$ cat config.mk
export PLATFORM = sky130hd
export DESIGN_NAME = gpio_sense_bank
export DESIGN_NICKNAME = d
export VERILOG_FILES = /design/src/rtl/gsb_pkg.sv /design/src/rtl/gsb_ctrl.sv /design/src/rtl/gsb_datapath.sv /design/src/rtl/gpio_sense_bank.sv
export SDC_FILE = /design/constraint.sdc
export NUM_CORES = 1
export LEC_CHECK = 0
export CAP_MARGIN = 20
export CORE_MARGIN = 10
export CORE_UTILIZATION = 40
export CTS_CLUSTER_DIAMETER = 60
export DETAILED_ROUTE_END_ITERATION = 10
export DONT_BUFFER_PORTS = 1
export GPL_ROUTABILITY_DRIVEN = 0
export PLACE_DENSITY = 0.54
export RECOVER_POWER = 100
export SYNTH_ARGS = -nofsm -noshare
export SYNTH_HDL_FRONTEND = slang
export SYNTH_SLANG_ARGS = --single-unit
$ cat constraint.sdc
create_clock -name clk -period 3.16 [get_ports clk]
set_clock_uncertainty 0.1 [all_clocks]
set_input_delay 0.632 -clock clk [delete_from_list [all_inputs] [get_ports clk]]
set_output_delay 0.632 -clock clk [all_outputs]
set_load 0.005 [all_outputs]
$ cat src/rtl/gsb_pkg.sv
package gsb_pkg;
  localparam int NPIN = 8;
  localparam int AW   = 12;

  typedef enum logic [3:0] {
    RD_NONE, RD_DATA, RD_DIR, RD_SENSE, RD_BOTH, RD_EVENT,
    RD_EN, RD_RAW, RD_MASKED, RD_ID
  } rdSel_e;

  typedef struct packed {
    logic            wrData;
    logic            wrDir;
    logic            wrSense;
    logic            wrBoth;
    logic            wrEvent;
    logic            wrEn;
    logic            wrClr;
    rdSel_e          rdSel;
    logic [NPIN-1:0] pinMask;
    logic [1:0]      idIdx;
  } ctrlStrb_t;
endpackage

$ cat src/rtl/gsb_ctrl.sv
module gsb_ctrl
  import gsb_pkg::*;
(
  input  logic          psel,
  input  logic          penable,
  input  logic          pwrite,
  input  logic [AW-1:0] paddr,
  output ctrlStrb_t     strb
);
  localparam int WIDX = AW - 2;
  localparam logic [WIDX-1:0] REG_BASE = WIDX'(10'h100);
  localparam logic [WIDX-1:0] ID_BASE  = WIDX'(10'h3F8);

  logic [WIDX-1:0] wIdx;
  logic            aligned, wrAct, hitData, hitReg, hitId;

  assign wIdx    = paddr[AW-1:2];
  assign aligned = (paddr[1:0] == 2'b00);
  assign wrAct   = psel && penable && pwrite && aligned;
  assign hitData = (wIdx[WIDX-1:NPIN] == '0);
  assign hitReg  = (wIdx[WIDX-1:3] == REG_BASE[WIDX-1:3]);
  assign hitId   = (wIdx[WIDX-1:2] == ID_BASE[WIDX-1:2]);

  always_comb begin
    strb         = '0;
    strb.rdSel   = RD_NONE;
    strb.pinMask = paddr[NPIN+1:2];
    strb.idIdx   = paddr[3:2];
    if (hitData) begin
      strb.rdSel  = RD_DATA;
      strb.wrData = wrAct;
    end else if (hitReg) begin
      unique case (wIdx[2:0])
        3'd0: begin strb.rdSel = RD_DIR;    strb.wrDir   = wrAct; end
        3'd1: begin strb.rdSel = RD_SENSE;  strb.wrSense = wrAct; end
        3'd2: begin strb.rdSel = RD_BOTH;   strb.wrBoth  = wrAct; end
        3'd3: begin strb.rdSel = RD_EVENT;  strb.wrEvent = wrAct; end
        3'd4: begin strb.rdSel = RD_EN;     strb.wrEn    = wrAct; end
        3'd5: strb.rdSel = RD_RAW;
        3'd6: strb.rdSel = RD_MASKED;
        default: strb.wrClr = wrAct;
      endcase
    end else if (hitId) begin
      strb.rdSel = RD_ID;
    end
    if (!(psel && aligned)) strb.rdSel = RD_NONE;
  end
endmodule

$ cat src/rtl/gsb_datapath.sv
module gsb_datapath
  import gsb_pkg::*;
#(
  parameter logic [31:0] PERIPH_ID = 32'h0004_1061
)(
  input  logic            clk,
  input  logic            rstN,
  input  ctrlStrb_t       strb,
  input  logic [7:0]      pwdata,
  output logic [7:0]      prdata,
  input  logic [NPIN-1:0] pinIn,
  output logic [NPIN-1:0] pinOut,
  output logic [NPIN-1:0] pinOe,
  output logic            irq
);
  logic [NPIN-1:0] dirReg, dataReg, senseReg, bothReg, eventReg, enReg;
  logic [NPIN-1:0] edgeLatch, syncA, syncB, prevB;
  logic [NPIN-1:0] edgeHit, levelHit, rawStat, maskStat, setMask, clrMask;
  logic [NPIN-1:0] pinVal;
  logic [31:0]     idWord;

  // two-flop synchronizer plus one history stage for edge finding
  always_ff @(posedge clk or negedge rstN) begin
    if (!rstN) begin
      syncA <= '0; syncB <= '0; prevB <= '0;
    end else begin
      syncA <= pinIn; syncB <= syncA; prevB <= syncB;
    end
  end

  for (genvar i = 0; i < NPIN; i++) begin : g_pin
    logic rise, fall;
    assign rise        = syncB[i] & ~prevB[i];
    assign fall        = ~syncB[i] & prevB[i];
    assign edgeHit[i]  = bothReg[i] ? (rise | fall) : (eventReg[i] ? rise : fall);
    assign levelHit[i] = eventReg[i] ? syncB[i] : ~syncB[i];
    assign rawStat[i]  = senseReg[i] ? levelHit[i] : edgeLatch[i];
  end

  assign setMask  = edgeHit & ~senseReg;
  assign clrMask  = strb.wrClr ? pwdata[NPIN-1:0] : '0;
  assign maskStat = rawStat & enReg;
  assign irq      = |maskStat;

  always_ff @(posedge clk or negedge rstN) begin
    if (!rstN) begin
      dirReg <= '0; dataReg <= '0; senseReg <= '0; bothReg <= '0;
      eventReg <= '0; enReg <= '0; edgeLatch <= '0;
    end else begin
      if (strb.wrDir)   dirReg   <= pwdata[NPIN-1:0];
      if (strb.wrSense) senseReg <= pwdata[NPIN-1:0];
      if (strb.wrBoth)  bothReg  <= pwdata[NPIN-1:0];
      if (strb.wrEvent) eventReg <= pwdata[NPIN-1:0];
      if (strb.wrEn)    enReg    <= pwdata[NPIN-1:0];
      if (strb.wrData) begin
        dataReg <= (dataReg & ~(strb.pinMask & dirReg)) |
                   (pwdata[NPIN-1:0] & strb.pinMask & dirReg);
      end
      // a new edge overrides a clear landing in the same cycle
      edgeLatch <= (edgeLatch & ~clrMask) | setMask;
    end
  end

  assign pinOut = dataReg;
  assign pinOe  = dirReg;
  assign pinVal = (dirReg & dataReg) | (~dirReg & syncB);
  assign idWord = PERIPH_ID >> {strb.idIdx, 3'b000};

  always_comb begin
    unique case (strb.rdSel)
      RD_DATA:   prdata = pinVal & strb.pinMask;
      RD_DIR:    prdata = dirReg;
      RD_SENSE:  prdata = senseReg;
      RD_BOTH:   prdata = bothReg;
      RD_EVENT:  prdata = eventReg;
      RD_EN:     prdata = enReg;
      RD_RAW:    prdata = rawStat;
      RD_MASKED: prdata = maskStat;
      RD_ID:     prdata = idWord[7:0];
      default:   prdata = '0;
    endcase
  end

  // unmasked pins keep their stored value across a data write
  p_masked_write_r2: assert property (@(posedge clk) disable iff (!rstN)
    strb.wrData |=> (((dataReg ^ $past(dataReg)) & ~$past(strb.pinMask)) == '0));

  // pins that are inputs ignore data writes
  p_input_hold_r4: assert property (@(posedge clk) disable iff (!rstN)
    strb.wrData |=> (((dataReg ^ $past(dataReg)) & ~$past(dirReg)) == '0));

  // latched status only appears after a detected edge
  p_no_spurious_r9: assert property (@(posedge clk) disable iff (!rstN)
    1'b1 |=> ((edgeLatch & ~$past(edgeLatch) & ~$past(setMask)) == '0));

  // an edge arriving with a clear is kept
  p_edge_wins_r9: assert property (@(posedge clk) disable iff (!rstN)
    strb.wrClr |=> ((edgeLatch & $past(setMask)) == $past(setMask)));

  // no interrupt while every enable is off
  p_irq_gated_r8: assert property (@(posedge clk) disable iff (!rstN)
    (enReg == '0) |-> !irq);
endmodule

$ cat src/rtl/gpio_sense_bank.sv
module gpio_sense_bank
  import gsb_pkg::*;
#(
  parameter logic [31:0] PERIPH_ID = 32'h0004_1061
)(
  input  logic            clk,
  input  logic            rstN,
  input  logic            psel,
  input  logic            penable,
  input  logic            pwrite,
  input  logic [AW-1:0]   paddr,
  input  logic [7:0]      pwdata,
  output logic [7:0]      prdata,
  input  logic [NPIN-1:0] pinIn,
  output logic [NPIN-1:0] pinOut,
  output logic [NPIN-1:0] pinOe,
  output logic            irq
);
  ctrlStrb_t strb;

  gsb_ctrl u_ctrl (
    .psel(psel), .penable(penable), .pwrite(pwrite), .paddr(paddr), .strb(strb)
  );

  gsb_datapath #(.PERIPH_ID(PERIPH_ID)) u_dp (
    .clk(clk), .rstN(rstN), .strb(strb), .pwdata(pwdata), .prdata(prdata),
    .pinIn(pinIn), .pinOut(pinOut), .pinOe(pinOe), .irq(irq)
  );

  // output enables move only after a completed write to the direction offset
  p_oe_by_dir_r1: assert property (@(posedge clk) disable iff (!rstN)
    !$past(psel && penable && pwrite && paddr == 12'h400) |-> $stable(pinOe));
endmodule

After elaboration in Yosys (flattened, before gate mapping)
Cells that the tools add are included.
{"block": "totals", "reg_bits": 80, "input_bits": 33, "word_cells": 142}
{"block": "classes", "eq_ne": 17, "shifts": 1, "muxes": 48, "n_bitwise": 57, "n_reduce_logical": 9}
{"cell": "$and A8 B8 Y8", "count": 10}
{"cell": "$pmux W8 S9", "count": 1}
{"cell": "$mux W1", "count": 39}
{"cell": "$not A8 Y8", "count": 4}
{"cell": "$pmux W4 S7", "count": 1}
{"cell": "$or A8 B8 Y8", "count": 3}
{"cell": "$shr A19 B5 Y8 const A", "count": 1}
{"cell": "$and A1 B1 Y1", "count": 16}
{"cell": "$eq A4 B3 Y1 const B", "count": 4}
{"cell": "$mux W4", "count": 4}
{"cell": "$not A1 Y1", "count": 16}
{"cell": "$mux W6", "count": 2}
{"cell": "$eq A3 B3 Y1 const B", "count": 3}
{"cell": "$eq A4 B2 Y1 const B", "count": 2}
{"cell": "$eq A4 B4 Y1 const B", "count": 2}
{"cell": "$eq A8 B8 Y1 const B", "count": 1}
{"cell": "$mux W8", "count": 1}
{"cell": "$or A1 B1 Y1", "count": 8}
{"cell": "$reduce_or A8 Y1", "count": 1}
{"cell": "$eq A7 B6 Y1 const B", "count": 1}
{"cell": "$reduce_or A7 Y1", "count": 1}
{"cell": "$eq A3 B2 Y1 const B", "count": 2}
{"cell": "$eq A4 B1 Y1 const B", "count": 1}
{"cell": "$logic_and A1 B1 Y1", "count": 4}
{"cell": "other kinds (3)", "count": 4}

Depth between registers and ports, before layout
Gate-level depths: netlist of the first run.
{"block": "logic_depth", "depth_word": 10, "mapped_depth": 10}

Hierarchy
From an unflattened synthesis of the first run, not the netlist that was laid out.
{"block": "hier_totals", "hier_cells": 407, "area_unflattened_um2": 4396.7}
{"mod": "gsb_datapath", "instances": 1, "cells_per_inst": 361, "area_each_um2": 4086.4}
{"mod": "gsb_ctrl", "instances": 1, "cells_per_inst": 46, "area_each_um2": 310.3}

Worst setup path before layout of the first run
Ideal clock, no wire load.
{"block": "synth_timing", "path_type": "input-to-output", "from": "input paddr[3]", "to": "output prdata[0]", "arrival_ns": 2.306, "required_time_ns": 2.428, "path_slack_ns": 0.122, "path_stages": 10, "n_path_buf": 2, "cell_sequence": "buf_6 > inv_1 > ha_1 > o21ai_0 > nor4_2 > and3_1 > buf_4 > a32oi_1 > nor2_1 > or3_1"}
{"block": "synth_between", "elab_chain_cells": 7, "elab_cells_between_ends": 22, "classes_between": "eq/ne (15); shift (1); mux (5); reduce/logical (1)"}
{"element": "start: declaration", "line_no": "gpio_sense_bank.sv:11", "source": "input logic [AW-1:0] paddr,"}
{"element": "$eq A3 B3 Y1 (tied with other cells)", "line_no": "gsb_ctrl.sv:33", "source": "unique case (wIdx[2:0])"}
{"element": "$pmux W4 S7", "line_no": "gsb_ctrl.sv:33"}
{"element": "$mux W4", "line_no": "gsb_ctrl.sv:32", "source": "end else if (hitReg) begin"}
{"element": "$mux W4", "line_no": "gsb_ctrl.sv:29", "source": "if (hitData) begin"}
{"element": "$mux W4", "line_no": "gsb_ctrl.sv:46", "source": "if (!(psel && aligned)) strb.rdSel = RD_NONE;"}
{"element": "$eq A4 B4 Y1 (tied with other cells)", "line_no": "gsb_datapath.sv:70", "source": "unique case (strb.rdSel)"}
{"element": "$pmux W8 S9 *", "line_no": "gsb_datapath.sv:70"}
{"element": "end: declaration", "line_no": "gpio_sense_bank.sv:13", "source": "output logic [7:0] prdata,"}
Every way passes the cells marked *; elsewhere a longest branch is shown, timed or not.

Worst setup path after layout of the first run
{"block": "layout_timing", "from": "input paddr[8]", "to": "output prdata[4]"}
{"block": "layout_between", "elab_chain_cells": 7, "elab_cells_between_ends": 16, "classes_between": "eq/ne (11); mux (5)"}
{"element": "$eq A8 B8 Y1", "line_no": "gsb_ctrl.sv:22", "source": "assign hitId = (wIdx[WIDX-1:2] == ID_BASE[WIDX-1:2]);"}
{"element": "$mux W4", "line_no": "gsb_ctrl.sv:43", "source": "end else if (hitId) begin"}
{"element": "$mux W4 *", "line_no": "gsb_ctrl.sv:32"}
{"element": "$mux W4 *", "line_no": "gsb_ctrl.sv:29"}
{"element": "$mux W4 *", "line_no": "gsb_ctrl.sv:46"}
{"element": "$eq A4 B4 Y1 (tied with other cells)", "line_no": "gsb_datapath.sv:70"}
{"element": "$pmux W8 S9 *", "line_no": "gsb_datapath.sv:70"}
Marked as above.

==> run_results.csv, run 1 <==
group,metric,value,unit
finish,final_cell_mix,"dfrtp_1 (80), mux2_2 (55), nand2_1 (46)",
job,maxCapViolations,1,
setup_path,slowest_delay,0.56,ns
clocking,post_cts_buffers,0,
setup_path,r2r.worst_path.cells,5,
floorplanning,die_x,125,µm
logic_synthesis,synth_top_area_cell,"dfrtp_1",
setup_path,critPathLaunchType,"input port",
clocking,clkSinkCount,80,
sta,min_period,3.14,ns
logic_synthesis,syn_area,4420,µm²
grt,grt_remaining_overflow,0,
logic_synthesis,synth_fp_nets,455,
logic_synthesis,synth.top_cell.area_share,45.3,%
setup_path,slowest_stage,"or4b_4",
logic_synthesis,ys_warn_count,0,
drt,drc,0,
status,violations,"max-capacitance violations, max-slew violations",
grt,antenna_found_initial,0,
floorplanning,start_util,40.8,%
finish,area_growth,14.9,%
setup_path,worstPathRequired,2.43,ns
drt,wl_per_cell,20.7,µm
grt,grt_max_degree,81,
sta,setup_slack,0.0225,ns
logic_synthesis,ys_types,58,
sta,period_share,99.3,%
finish,drive_gt1_share,27.9,%
sta,slew_violations,81,
sta,setup_viol,0,
drt,drt-total-wl,12400,µm
clocking,insertion_delay,0.37,ns
placed_design,io_buffers,0,
floorplanning,rows,38,
power_and_ir_drop,p_leak,2.31,nW
setup_path,critical_path_arrival,2.41,ns
sta,rsz0062_at_grt,"true",
clocking,clk_path_buf_depth,2,
setup_path,critPathKind,"in2out",
worst_hold_path,min_from,"pinIn[3]",
drt,avgViaCountPerCell,5.64,
grt,grt_pass1_vias,3467,
sta,relSlewSlack,-33.3,%
setup_path,r2r-end,"u_dp.edgeLatch[7]",
setup_path,crit_fanout,5,
power_and_ir_drop,powerDensity,373,nW/µm²
clocking,cts_root_buffer,"clkbuf_8",
finish,final_common_cell,"dfrtp_1",
logic_synthesis,yosys-top-cells-area,"dfrtp_1 (45%), mux2_2 (14%), ha_1 (5.4%)",
drt,firstDrtPassIters,4,
logic_synthesis,ys_dominant_reg_cell,"dfrtp_1",
clocking,cts.clk_slew.worst_paths,0.08,ns
grt,track_usage,15.9,%
clocking,cts_buffers,9,
floorplanning,die_area,15700,µm²
logic_synthesis,postSynth.asyncResetShare,100,%
logic_synthesis,ys_ff_latch,80,
setup_path,r2r_slack,1.79,ns
sta,tightest_slew,2.00,ns
setup_path,crit_path_cell_trace,"or4b_4 > nor4_4 > nand3_2 > or3_1 > o211ai_1 > a211o_1",
floorplanning,die_h,125,µm
floorplanning,core_area,10800,µm²
floorplanning,io_pins,58,
sta,whs,0.183,ns
drt,vias,3370,
worst_hold_path,hold_end,"u_dp.syncA[3]",
worst_hold_path,holdCritPathClass,"in2reg",
logic_synthesis,synth.avg_cell_area,11.0,µm²
logic_synthesis,postSynthCellCount,403,
logic_synthesis,synth_sequential_area_ratio,45.3,%
placed_design,dp_hpwl,9320,µm
drt,ant_nets,0,
worst_hold_path,min_path_cells,0,
setup_path,cp-end-kind,"primary output",
clocking,htreeDepth,3,
drt,initialDrtViolationCount,284,
finish,fin_util,46.8,%
placed_design,pre_cts_slack,-0.110,ns
setup_path,r2r_start,"u_dp.syncB[7]",
clocking,cts_tree,"yes",
sta,max_freq,319,MHz
finish,fin_nets,507,
status,run_status,"complete, but fails checks",
sta,hold_viol,0,
grt,grt_pass1_wl,19700,µm
power_and_ir_drop,ir_worst_vdd,261,µV
logic_synthesis,synth-edff-count,0,
finish,diodes,0,
sta,tns,0,ns
worst max path at each step:
stage	endpoint	cells after the start	slack, ns	startpoint
floorplan	prdata[0]	10	0.12	paddr[3]
global placement	prdata[6]	6	-0.02	paddr[1]
detailed placement	prdata[0]	7	-0.11	paddr[1]
CTS	prdata[4]	6	0.003	paddr[1]
global route	prdata[4]	6	-0.02	paddr[8]
finish	prdata[4]	6	0.02	paddr[8]
registers in the layout, summed over array words and instances (netlist names):
register        flops
u_dp.edgeLatch      8
u_dp.pinOe          8
u_dp.enReg          8
u_dp.eventReg       8
u_dp.bothReg        8
u_dp.pinOut         8
u_dp.syncA          8
u_dp.senseReg       8
u_dp.prevB          8
u_dp.syncB          8
per-layer routing:
metal / vias to the layer above / track usage (%) / wire length (µm)
met4: 0 / 5.96 / 221
met1: 1672 / 20.1 / 5570
met2: 98 / 24.4 / 5600
met5: - / 0 / 0
met3: 15 / 5.37 / 978
li1: 1585 / - / -
Yosys cell counts (all sizes together), types with 5 or more instances:
cell	number
o21ai	31
inv	22
ha	19
nor2	13
a21oi	7
nand4	5
nor3	7
mux2i	12
buf	7
mux2	64
nand3	18
nand2	47
dfrtp	80
xnor2	8
cell families (layout without fill, tap and decap cells):
kind of cell | after synthesis | after routing | synth area share [%]
flops | 80 | 80 | 45.3
simple gates | 118 | 118 | 14.8
fa+ha+maj | 19 | 19 | 5.38
mux | 76 | 76 | 19.0
buf+inv | 30 | 85 | 3.14
xor+xnor | 8 | 8 | 1.59
compound gates | 72 | 72 | 10.8
critical path, delay by kind of cell:
kind	cells	cell delay, ns
compound gates	2	0.31
simple gates	4	1.45
through the flow:
step	instance area (µm²)	std cells	total power, W
2_1_floorplan	4420	403	0.00114
3_3_place_gp	4900	583	0.00118
3_5_place_dp	4900	583	0.00118
4_1_cts	5120	598	0.00193
5_1_grt	5080	598	0.00198
6_report	5080	598	0.00190
power by group:
part | switching (W) | internal, W | total (W)
Combinational | 0.0000764 | 0.0000544 | 0.000131
Sequential | 0.0000122 | 0.00104 | 0.00105
Clock | 0.000360 | 0.000353 | 0.000713
Total | 0.000448 | 0.00145 | 0.00190
layout make-up:
type | count | area, µm²
fill | 1028 | 5760
inverter | 22 | 82.6
multi-input combinational | 293 | 2320
tap | 140 | 175
clock buffer | 10 | 128
timing repair buffer | 49 | 328
sequential | 80 | 2000
clock inverter | 4 | 47.5
what timing repair did:
item,4_1_cts,5_1_grt
pin swaps,1,1
hold buffers,1,0
endpoints found under the setup margin,5,8
gates resized for setup,5,7
endpoints found under the hold margin,80,0
(Power assumes the default switching activity.)
==> run 2, diff against run 1 <==
- REMOVE_ABC_BUFFERS: unset -> 1
==> run 2 against run 1 <==
  * The flow still finishes with violations (max-capacitance violations, max-slew violations)
  * Largest power group unchanged
  * Non-clock buffer count shrank 9
  * Critical endpoint is now prdata[0]
  * Cell area down 1.2%
  * Clock-buffer cell count shrank 1
==> run_results.csv, run 2 (synthesis results as in run 1) <==
group,metric,value,unit
floorplanning,core_area,10800,µm²
status,violations,"max-capacitance violations, max-slew violations",
floorplanning,die_x,125,µm
finish,final_common_cell,"dfrtp_1",
placed_design,io_buffers,0,
setup_path,r2r.worst_path.cells,5,
clocking,clkSinkCount,80,
grt,track_usage,15.5,%
setup_path,slowest_stage,"or3_1",
power_and_ir_drop,powerDensity,376,nW/µm²
drt,ant_nets,0,
clocking,insertion_delay,0.39,ns
floorplanning,die_area,15700,µm²
power_and_ir_drop,p_leak,2.28,nW
sta,rsz0062_at_grt,"false",
sta,hold_viol,0,
worst_hold_path,holdCritPathClass,"in2reg",
finish,drive_gt1_share,27.5,%
drt,drt-total-wl,12200,µm
grt,grt_remaining_overflow,0,
power_and_ir_drop,ir_worst_vdd,319,µV
setup_path,crit_fanout,6,
clocking,cts_root_buffer,"clkbuf_8",
floorplanning,start_util,40.8,%
clocking,clk_path_buf_depth,2,
clocking,cts_tree,"yes",
sta,min_period,3.05,ns
placed_design,dp_hpwl,9030,µm
drt,wl_per_cell,20.7,µm
sta,setup_viol,0,
setup_path,worstPathRequired,2.43,ns
grt,grt_pass1_wl,19100,µm
drt,drc,0,
worst_hold_path,min_path_cells,0,
status,run_status,"complete, but fails checks",
setup_path,cp-end-kind,"primary output",
grt,grt_pass1_vias,3346,
sta,relSlewSlack,-30.9,%
sta,whs,0.158,ns
drt,vias,3311,
grt,grt_max_degree,81,
setup_path,crit_path_cell_trace,"nor4b_4 > nand2_1 > o21ai_2 > a2111oi_4 > a221o_1 > or3_1",
setup_path,critical_path_arrival,2.32,ns
power_and_ir_drop,total_power,0.00189,W
floorplanning,die_h,125,µm
floorplanning,io_pins,58,
drt,firstDrtPassIters,5,
finish,fin_nets,498,
finish,area_growth,13.6,%
clocking,htreeDepth,3,
sta,period_share,96.6,%
floorplanning,rows,38,
sta,max_freq,328,MHz
drt,avgViaCountPerCell,5.60,
clocking,post_cts_buffers,0,
setup_path,slowest_delay,0.36,ns
grt,antenna_found_initial,0,
sta,tightest_slew,1.96,ns
setup_path,critPathLaunchType,"input port",
setup_path,critPathKind,"in2out",
clocking,cts.clk_slew.worst_paths,0.10,ns
job,maxCapViolations,1,
clocking,cts_buffers,9,
finish,final_cell_mix,"dfrtp_1 (80), mux2_2 (56), nand2_1 (46)",
sta,slew_violations,81,
drt,initialDrtViolationCount,255,
finish,diodes,0,
run 2: changes by cell type in the layout (fill, tap and decap cells not counted), sizes merged:
cell      delta
bufinv       -1
buf          -8
clkbuf       -2
clkinvlp     -1
clkinv       +3
inv          +2
run 2: layer usage:
metal | routed length [µm] | track usage [%] | share of wire (%) | vias to the layer above
li1 | - | - | - | 1558
met1 | 5500 | 20.2 | 45 | 1613
met2 | 5550 | 23.1 | 45 | 124
met3 | 971 | 6.13 | 7.9 | 16
met4 | 208 | 5.08 | 1.7 | 0
met5 | 0 | 0 | 0 | -
run 2: timing repair:
action,4_1_cts,5_1_grt
endpoints found under the hold margin,80,0
hold buffers,1,0
resized for setup,2,12
endpoints found under the setup margin,6,8
run 2: path summary, 6_finish.rpt:
kind                                      to     startpoint  slack [ns]
setup / recovery                   prdata[0]       paddr[8]        0.11
hold / removal                 u_dp.syncA[4]       pinIn[4]        0.16
setup reg to reg           u_dp.edgeLatch[3]  u_dp.syncB[3]        1.78
hold reg to reg                u_dp.syncB[7]  u_dp.syncA[7]        0.24
max in group asynchronous      u_dp.syncA[1]           rstN        1.09
min in group asynchronous     u_dp.pinOut[4]           rstN        0.69
run 2: area by class of cell:
| cell class | count | area (µm²) |
|---|---|---|
| clock buffers | 9 | 124 |
| clock inverters | 7 | 56.3 |
| fillers | 1029 | 5820 |
| inverters | 22 | 82.6 |
| multi-input cells | 293 | 2320 |
| flip-flops and latches | 80 | 2000 |
| well taps | 140 | 175 |
| repair buffers | 40 | 260 |
run 2: through the flow:
stage	util (%)	instance area (µm²)	setup TNS, ns	std cells	worst slack [ns]
2_1_floorplan	-	4360	-0.0350	395	-0.0350
3_3_place_gp	44.6	4830	-0.637	574	-0.182
3_5_place_dp	44.6	4830	-0.365	574	-0.111
4_1_cts	46.6	5050	0	591	0.0156
5_1_grt	46.3	5020	0	591	0.00858
6_report	46.3	5020	0	591	0.107
run 2: power by group:
group / switching (W) / total, W / internal [W]
Combinational: 0.0000751 / 0.000123 / 0.0000476
Sequential: 0.0000115 / 0.00105 / 0.00104
Clock: 0.000420 / 0.000714 / 0.000294
run 2: worst max-delay path, delay by kind of cell:
kind / cells / cell delay, ns
simple gates: 3 / 0.94
compound gates: 3 / 0.74
